==> src/rtl/pic_pair_pkg.sv <==
package pic_pair_pkg;
    localparam int BYTE_W     = 8;
    localparam int CTRL_LINES = 8;
    localparam int LVL_W      = $clog2(CTRL_LINES);
    localparam int LINE_NUM_W = 5;
    localparam int NUM_CTRL   = 2;

    typedef enum logic [2:0] {
        SEQ_IDLE,
        SEQ_BASE,
        SEQ_CASC,
        SEQ_MODE,
        SEQ_RUN
    } seq_state_t;

    localparam logic [1:0] RSEL_REQ = 2'b10;
    localparam logic [1:0] RSEL_SVC = 2'b11;
endpackage

==> src/rtl/pic_port_dec.sv <==
module pic_port_dec
    import pic_pair_pkg::*;
#(
    parameter int              ADDR_W   = 16,
    parameter logic [ADDR_W-1:0] M_CMD  = 16'h0020,
    parameter logic [ADDR_W-1:0] M_DATA = 16'h0021,
    parameter logic [ADDR_W-1:0] S_CMD  = 16'h00A0,
    parameter logic [ADDR_W-1:0] S_DATA = 16'h00A1,
    parameter logic [ADDR_W-1:0] M_TRIG = 16'h04D0,
    parameter logic [ADDR_W-1:0] S_TRIG = 16'h04D1
) (
    input  logic [ADDR_W-1:0]                 addr,
    input  logic                              wr,
    input  logic                              rd,
    input  logic [NUM_CTRL-1:0][BYTE_W-1:0]   cmd_rval,
    input  logic [NUM_CTRL-1:0][BYTE_W-1:0]   data_rval,
    input  logic [NUM_CTRL-1:0][BYTE_W-1:0]   trig_rval,
    output logic [NUM_CTRL-1:0]               cmd_wr,
    output logic [NUM_CTRL-1:0]               data_wr,
    output logic [NUM_CTRL-1:0]               trig_wr,
    output logic [BYTE_W-1:0]                 rdata
);
    logic [NUM_CTRL-1:0] hit_cmd, hit_data, hit_trig;

    assign hit_cmd  = {addr == S_CMD,  addr == M_CMD};
    assign hit_data = {addr == S_DATA, addr == M_DATA};
    assign hit_trig = {addr == S_TRIG, addr == M_TRIG};

    assign cmd_wr  = wr ? hit_cmd  : '0;
    assign data_wr = wr ? hit_data : '0;
    assign trig_wr = wr ? hit_trig : '0;

    always_comb begin
        rdata = '0;
        if (rd) begin
            for (int c = 0; c < NUM_CTRL; c++) begin
                if (hit_cmd[c])  rdata = cmd_rval[c];
                if (hit_data[c]) rdata = data_rval[c];
                if (hit_trig[c]) rdata = trig_rval[c];
            end
        end
    end
endmodule

==> src/rtl/pic_lowest_pick.sv <==
module pic_lowest_pick
    import pic_pair_pkg::*;
(
    input  logic [CTRL_LINES-1:0] req,
    output logic                  found,
    output logic [LVL_W-1:0]      idx,
    output logic [CTRL_LINES-1:0] hot
);
    assign hot   = req & (~req + CTRL_LINES'(1));
    assign found = |req;

    always_comb begin
        idx = '0;
        for (int i = CTRL_LINES - 1; i >= 0; i--) begin
            if (req[i]) idx = LVL_W'(i);
        end
    end
endmodule

==> src/rtl/pic_ctrl_core.sv <==
module pic_ctrl_core
    import pic_pair_pkg::*;
#(
    parameter logic [CTRL_LINES-1:0] TRIG_MASK = 8'hF8
) (
    input  logic                  clk,
    input  logic                  rst_n,
    input  logic                  cmd_wr,
    input  logic                  data_wr,
    input  logic                  trig_wr,
    input  logic [BYTE_W-1:0]     wdata,
    input  logic [CTRL_LINES-1:0] raise_set,
    input  logic [CTRL_LINES-1:0] lower_clr,
    input  logic [CTRL_LINES-1:0] ack_hot,
    output logic [CTRL_LINES-1:0] irr,
    output logic [CTRL_LINES-1:0] isr,
    output logic [CTRL_LINES-1:0] imr,
    output logic [CTRL_LINES-1:0] trig,
    output logic [BYTE_W-1:0]     base,
    output logic [BYTE_W-1:0]     cmd_rdata,
    output seq_state_t            state
);
    seq_state_t              state_q, state_d;
    logic [BYTE_W-1:0]       first_q;
    logic [1:0]              rsel_q;
    logic                    is_first, is_eoi, is_sel;
    logic [CTRL_LINES-1:0]   isr_set, eoi_clr, isr_low;

    assign is_first = cmd_wr && wdata[4];
    assign is_eoi   = cmd_wr && (state_q == SEQ_RUN) && (wdata[4:3] == 2'b00);
    assign is_sel   = cmd_wr && (state_q == SEQ_RUN) && (wdata[4:3] == 2'b01);

    // sequencer state register
    always_ff @(posedge clk) begin
        if (!rst_n) state_q <= SEQ_IDLE;
        else        state_q <= state_d;
    end

    // sequencer next state
    always_comb begin
        state_d = state_q;
        if (is_first) begin
            state_d = SEQ_BASE;
        end else if (data_wr) begin
            unique case (state_q)
                SEQ_IDLE: state_d = SEQ_IDLE;
                SEQ_BASE: state_d = !first_q[1] ? SEQ_CASC :
                                    (first_q[0] ? SEQ_MODE : SEQ_RUN);
                SEQ_CASC: state_d = first_q[0] ? SEQ_MODE : SEQ_RUN;
                SEQ_MODE: state_d = SEQ_RUN;
                SEQ_RUN:  state_d = SEQ_RUN;
                default:  state_d = SEQ_IDLE;
            endcase
        end
    end

    // end-of-interrupt decode
    assign isr_set = isr | ack_hot;
    assign isr_low = isr_set & (~isr_set + CTRL_LINES'(1));
    always_comb begin
        eoi_clr = '0;
        if (is_eoi) begin
            unique case (wdata[7:5])
                3'b011:  eoi_clr = CTRL_LINES'(1) << wdata[LVL_W-1:0];
                3'b001:  eoi_clr = isr_low;
                default: eoi_clr = '0;
            endcase
        end
    end

    // register file outputs
    always_ff @(posedge clk) begin
        if (!rst_n) begin
            first_q <= '0;
            base    <= '0;
            imr     <= '0;
            irr     <= '0;
            isr     <= '0;
            trig    <= '0;
            rsel_q  <= RSEL_REQ;
        end else begin
            irr <= (irr | raise_set) & ~lower_clr & ~(ack_hot & ~trig);
            isr <= isr_set & ~eoi_clr;
            if (is_first) first_q <= wdata;
            if (data_wr && state_q == SEQ_BASE) base <= wdata;
            if (data_wr && (state_q == SEQ_IDLE || state_q == SEQ_RUN)) imr <= wdata;
            if (is_sel) rsel_q <= wdata[1:0];
            if (trig_wr) trig <= wdata & TRIG_MASK;
        end
    end

    always_comb begin
        unique case (rsel_q)
            RSEL_REQ: cmd_rdata = irr;
            RSEL_SVC: cmd_rdata = isr;
            default:  cmd_rdata = '0;
        endcase
    end

    assign state = state_q;
endmodule

==> src/rtl/pic_cascade_pair.sv <==
module pic_cascade_pair
    import pic_pair_pkg::*;
#(
    parameter int                    ADDR_W       = 16,
    parameter logic [ADDR_W-1:0]     M_CMD_PORT   = 16'h0020,
    parameter logic [ADDR_W-1:0]     M_DATA_PORT  = 16'h0021,
    parameter logic [ADDR_W-1:0]     S_CMD_PORT   = 16'h00A0,
    parameter logic [ADDR_W-1:0]     S_DATA_PORT  = 16'h00A1,
    parameter logic [ADDR_W-1:0]     M_TRIG_PORT  = 16'h04D0,
    parameter logic [ADDR_W-1:0]     S_TRIG_PORT  = 16'h04D1,
    parameter logic [CTRL_LINES-1:0] M_TRIG_MASK  = 8'hF8,
    parameter logic [CTRL_LINES-1:0] S_TRIG_MASK  = 8'hDE,
    parameter int                    CASCADE_LINE = 2
) (
    input  logic                  clk,
    input  logic                  rst_n,
    input  logic [ADDR_W-1:0]     io_addr,
    input  logic                  io_wr,
    input  logic                  io_rd,
    input  logic [BYTE_W-1:0]     io_wdata,
    output logic [BYTE_W-1:0]     io_rdata,
    input  logic                  irq_raise,
    input  logic                  irq_lower,
    input  logic [LINE_NUM_W-1:0] irq_num,
    input  logic                  int_ack,
    output logic                  int_pending,
    output logic [BYTE_W-1:0]     int_vector
);
    localparam int LINE_TOTAL = NUM_CTRL * CTRL_LINES;

    logic [NUM_CTRL-1:0]                 cmd_wr, data_wr, trig_wr;
    logic [NUM_CTRL-1:0][BYTE_W-1:0]     cmd_rval, data_rval, trig_rval;
    logic [CTRL_LINES-1:0]               irr_a [NUM_CTRL];
    logic [CTRL_LINES-1:0]               isr_a [NUM_CTRL];
    logic [CTRL_LINES-1:0]               imr_a [NUM_CTRL];
    logic [CTRL_LINES-1:0]               trig_a[NUM_CTRL];
    logic [BYTE_W-1:0]                   base_a[NUM_CTRL];
    seq_state_t                          st_a  [NUM_CTRL];
    logic [CTRL_LINES-1:0]               raise_a[NUM_CTRL];
    logic [CTRL_LINES-1:0]               lower_a[NUM_CTRL];
    logic [CTRL_LINES-1:0]               ack_a  [NUM_CTRL];
    logic [CTRL_LINES-1:0]               hot_a  [NUM_CTRL];
    logic [LVL_W-1:0]                    idx_a  [NUM_CTRL];
    logic [NUM_CTRL-1:0]                 found;
    logic                                num_ok;
    logic [CTRL_LINES-1:0]               line_hot;

    pic_port_dec #(
        .ADDR_W(ADDR_W),
        .M_CMD(M_CMD_PORT),   .M_DATA(M_DATA_PORT),
        .S_CMD(S_CMD_PORT),   .S_DATA(S_DATA_PORT),
        .M_TRIG(M_TRIG_PORT), .S_TRIG(S_TRIG_PORT)
    ) u_dec (
        .addr(io_addr), .wr(io_wr), .rd(io_rd),
        .cmd_rval(cmd_rval), .data_rval(data_rval), .trig_rval(trig_rval),
        .cmd_wr(cmd_wr), .data_wr(data_wr), .trig_wr(trig_wr),
        .rdata(io_rdata)
    );

    assign num_ok   = 32'(irq_num) < LINE_TOTAL;
    assign line_hot = CTRL_LINES'(1) << irq_num[LVL_W-1:0];

    generate
        for (genvar g = 0; g < NUM_CTRL; g++) begin : g_ctrl
            logic owns;
            assign owns = num_ok && (32'(irq_num) / CTRL_LINES == g);

            if (g == 0) begin : g_master
                assign raise_a[g] = (irq_raise && owns ? line_hot : '0) |
                                    (irq_raise && num_ok ? CTRL_LINES'(1) << CASCADE_LINE : '0);
                assign ack_a[g]   = int_ack && found[g] ? hot_a[g] : '0;
            end else begin : g_slave
                assign raise_a[g] = irq_raise && owns ? line_hot : '0;
                assign ack_a[g]   = int_ack && found[g] && !(|found[g-1:0]) ? hot_a[g] : '0;
            end
            assign lower_a[g] = irq_lower && owns ? line_hot : '0;

            pic_ctrl_core #(
                .TRIG_MASK(g == 0 ? M_TRIG_MASK : S_TRIG_MASK)
            ) u_core (
                .clk(clk), .rst_n(rst_n),
                .cmd_wr(cmd_wr[g]), .data_wr(data_wr[g]), .trig_wr(trig_wr[g]),
                .wdata(io_wdata),
                .raise_set(raise_a[g]), .lower_clr(lower_a[g]), .ack_hot(ack_a[g]),
                .irr(irr_a[g]), .isr(isr_a[g]), .imr(imr_a[g]), .trig(trig_a[g]),
                .base(base_a[g]), .cmd_rdata(cmd_rval[g]), .state(st_a[g])
            );

            pic_lowest_pick u_pick (
                .req(irr_a[g] & ~imr_a[g]),
                .found(found[g]), .idx(idx_a[g]), .hot(hot_a[g])
            );

            assign data_rval[g] = imr_a[g];
            assign trig_rval[g] = trig_a[g];
        end
    endgenerate

    assign int_pending = |found;

    always_comb begin
        int_vector = '0;
        for (int c = NUM_CTRL - 1; c >= 0; c--) begin
            if (found[c]) int_vector = base_a[c] + BYTE_W'(idx_a[c]);
        end
    end
endmodule

==> config.mk <==
export PLATFORM = sky130hd
export DESIGN_NAME = pic_cascade_pair
export DESIGN_NICKNAME = d
export VERILOG_FILES = /design/src/rtl/pic_pair_pkg.sv /design/src/rtl/pic_port_dec.sv /design/src/rtl/pic_lowest_pick.sv /design/src/rtl/pic_ctrl_core.sv /design/src/rtl/pic_cascade_pair.sv
export SDC_FILE = /design/constraint.sdc
export NUM_CORES = 1
export LEC_CHECK = 0
export BUFFER_PORTS_ARGS = -buffer_cell sky130_fd_sc_hd__clkbuf_2
export CAP_MARGIN = 20
export CELL_PAD_IN_SITES_DETAIL_PLACEMENT = 1
export CELL_PAD_IN_SITES_GLOBAL_PLACEMENT = 1
export CORE_MARGIN = 2
export CORE_UTILIZATION = 42
export DETAILED_ROUTE_END_ITERATION = 10
export MAX_ROUTING_LAYER = met4
export PLACE_DENSITY_LB_ADDON = 0.1
export REMOVE_ABC_BUFFERS = 1
export SLEW_MARGIN = 20
export SYNTH_ARGS = -nofsm -noshare
export SYNTH_HDL_FRONTEND = slang
export SYNTH_HIERARCHICAL = 1
export SYNTH_SLANG_ARGS = --single-unit
==> constraint.sdc <==
create_clock -name clk -period 5.35 [get_ports clk]
set_clock_uncertainty 0.2 [all_clocks]
set_input_delay 0.2675 -clock clk [delete_from_list [all_inputs] [get_ports clk]]
set_output_delay 0.2675 -clock clk [all_outputs]
set_load 0.01 [all_outputs]
==> flow_summary.yaml <==
clocking:
  ctsHoldBuffers: 0
  post-cts-setup-buffer-count: 0
  cts_buffer_depth: 2
  cts.reportedPaths.clkPinSlew_ns: 0.07
  cts_root_buf: "clkbuf_16"
  cts_buffers: 9
  htreeDepth: 3
  cts_sinks: 89
  clkLatencyLatePin_ns: 0.36
  post_cts_resized: 0
  cts_tree: "yes"
routing:
  drt_iter0_drc: 391
  routed_via_density: 5.94
  drc_errors: 0
  detail_route.wl_per_cell_um: 21.6
  first_pass_iters: 5
  final_antenna_net_count: 0
  wl_um: 21000
  vias: 5781
finish:
  post-route-util_pct: 47.2
  fin_nets: 833
  layout-drive-gt1-share_pct: 12.8
  antenna_cells: 0
  area_delta_synth_final_pct: 9.29
global_routing:
  grt_pass1_vias: 5921
  grt_util_all_layers_pct: 29.4
  overflow: 0
  grt_pass1_wl_um: 32600
  grt_max_degree: 52
  antenna_found_initial: 0
floorplanning:
  ios: 53
  core_area_um2: 13900
  rows: 43
  die_w_um: 124
  initial_core_util_pct: 43.2
  die_area_um2: 15300
  die_y_um: 124
timing:
  slew_violations: 0
  tns_ns: 0
  setup_viol: 0
  slew_headroom_pct: 29.0
  period_share_pct: 67.5
  rsz0062_at_grt: "false"
  max_freq_mhz: 277
  worst_pin_slew_ns: 1.07
  min_period_ns: 3.61
  finalHoldViolCount: 0
status:
  status: "finished clean"
critical_path:
  critPathKind: "reg -> out"
  cp.arrival_ns: 3.14
  path_delay_family: "simple AND/OR/NAND/NOR gates"
  path_max_fanout: 19
  crit_path_max_incr_delay_ns: 0.73
  crit_chain: "nor2b_1 > or4_4 > nor3_2 > nand2_1 > nor2b_1 > a22o_1 > clkbuf_2"
  end_kind: "primary output"
  crit_buf_inv: 1
  cp_slowest_cell: "nor2b_1"
  crit_path_frequent_cell: "nor2b_1"
  startpoint_type: "register"
  worst_ep_required_time_ns: 4.88
synth:
  syn_area_um2: 6020
  synth_top_area_share_pct: 29.6
  synth.area.top_cells: "dfxtp_1 (30%), mux2i_1 (6.6%), nor2_1 (6.3%)"
  synth_top_family_by_area: "simple AND/OR/NAND/NOR gates"
  synth_cells: 766
  synthDistinctLibCells: 78
  ys_async_sr_fraction_pct: 0
  yosys.area_share.xor_xnor_pct: 1.60
  synth-compound-area-share_pct: 17.8
  synth_ff_type: "dfxtp_1"
  synth_mux_area_share_pct: 6.84
  synth_edf_count: 0
  avgSynthCellArea_um2: 7.86
  synth-seq-cells: 89
  yosysSeqAreaShare_pct: 29.6
  yosys_warnings: 6
  synthAdderAreaFrac_pct: 1.91
  synth_top_cell_by_area: "dfxtp_1"
  synth-simple-area-share_pct: 36.9
power:
  p_leak_nw: 2.35
  p_sw_w: 0.000390
  pwr-share-seq_pct: 46.3
  p_sw_share_pct: 27.1
  p_int_w: 0.00105
  max-vdd-ir-drop_mv: 0.133
  p_per_area_nw_per_um2: 219
  power_frac_comb_pct: 9.4
  p_clk_share_pct: 44.3
placement:
  io_buffers: 52
  place.gp.congestion: 0.890
  hpwlAfterDp_um: 15900
job:
  cap_violations: 0
worst_hold_path:
  hp-class: "in -> reg"
## cell type report
cell class / instances / area, µm²
timing repair buffer: 53 / 268
inverter: 20 / 75.1
clock buffer: 11 / 253
tap: 180 / 225
sequential: 89 / 1780
clock inverter: 5 / 38.8
fill: 1743 / 7350
multi-input combinational: 616 / 3940
## synth_stat cells (7+ instances only)
cell type	count
nor2b_1	58
a2111oi_0	8
and3_1	21
buf_2	12
nand3b_1	9
a21boi_1	18
buf_4	9
a22o_1	11
a21oi_1	46
mux2i_1	40
xor2_1	8
nand2_1	91
nor2_1	101
nand3_1	17
and2_1	10
inv_1	20
clkbuf_1	19
dfxtp_1	89
nor4b_1	13
a31oi_1	7
o21ai_0	26
nor3_1	11
## power by group through the flow
stage	registers (W)	clock network (W)	logic, W
CTS	0.000666	0.000644	0.000135
floorplan	0.000681	0	0.0000640
detailed placement	0.000682	0	0.000134
global placement	0.000682	0	0.000131
finish	0.000666	0.000638	0.000136
global route	0.000666	0.000672	0.000147
## layout by cell type, fill, tap and decap left out, drive strengths merged, types with 11 or more instances in the layout
master    n
nor2    103
nand2    92
dfxtp    89
clkbuf   63
nor2b    58
a21oi    47
mux2i    40
o21ai    26
and3     21
inv      21
a21boi   21
nand3    18
nor4b    16
nor3     15
a22o     11
## worst register-to-register path: stages, from the launching register on
cell,delay [ns]
dfxtp_1,0.39
nor2b_1,0.13
or4_4,0.58
nor3_2,0.17
nand2_1,0.37
nor2b_1,0.73
and3_1,0.36
nor4_1,0.10
nand4_1,0.14
nor2_1,0.08
a21oi_1,0.16
## per-stage QoR
step	area (µm²)	cells	total power, W	setup WS, ns	hold slack [ns]
floorplan	5800	725	0.000745	2.56	0.129
global placement	6290	958	0.000813	2.01	0.256
detailed placement	6290	958	0.000816	1.93	0.256
CTS	6580	974	0.00145	1.75	0.0879
global route	6580	974	0.00148	1.52	0.104
finish	6580	974	0.00144	1.74	0.102
## flip-flops by register name, indices dropped and copies added, names as in the netlist
| signal | count |
|---|---|
| g_ctrl.u_core/rsel_q | 4 |
| g_ctrl.u_core/isr | 16 |
| g_ctrl.u_core/irr | 16 |
| g_ctrl.u_core/trig | 11 |
| g_ctrl.u_core/base | 16 |
| g_ctrl.u_core/state | 6 |
| g_ctrl.u_core/first_q | 4 |
| g_ctrl.u_core/imr | 16 |
## metal layers
layer  track usage (%)  share of wire (%)  up-vias
li1                  -                  -     2761
met1              37.7                 45     2815
met2              46.5                 46      157
met3              3.94                4.9       48
met4              12.6                3.6        0
met5                 -                  0        -
## worst paths after layout
kind | startpoint | end | slack [ns] | cells past startpoint
setup / recovery | g_ctrl[0].u_core/imr[3]$_SDFFE_PN0P_ | int_vector[2] | 1.74 | 7
hold / removal | irq_num[4] | g_ctrl[0].u_core/irr[2]$_SDFF_PN0_ | 0.10 | 4
setup reg to reg | g_ctrl[0].u_core/imr[3]$_SDFFE_PN0P_ | g_ctrl[1].u_core/isr[6]$_SDFF_PN0_ | 1.86 | 10
hold reg to reg | g_ctrl[0].u_core/base[2]$_SDFFE_PN0P_ | g_ctrl[0].u_core/base[2]$_SDFFE_PN0P_ | 0.29 | 2
## cells by family (layout without fill, tap and decap cells)
logic type,count (synthesis),after routing
AOI/OAI and AO/OA,158,158
buffers and inverters,64,89
adders and majority gates,8,8
xor gates and xnor gates,11,11
DFF,89,89
other,2,5
muxes,41,41
and+or+nand+nor,393,393
(Power assumes the default switching activity.)
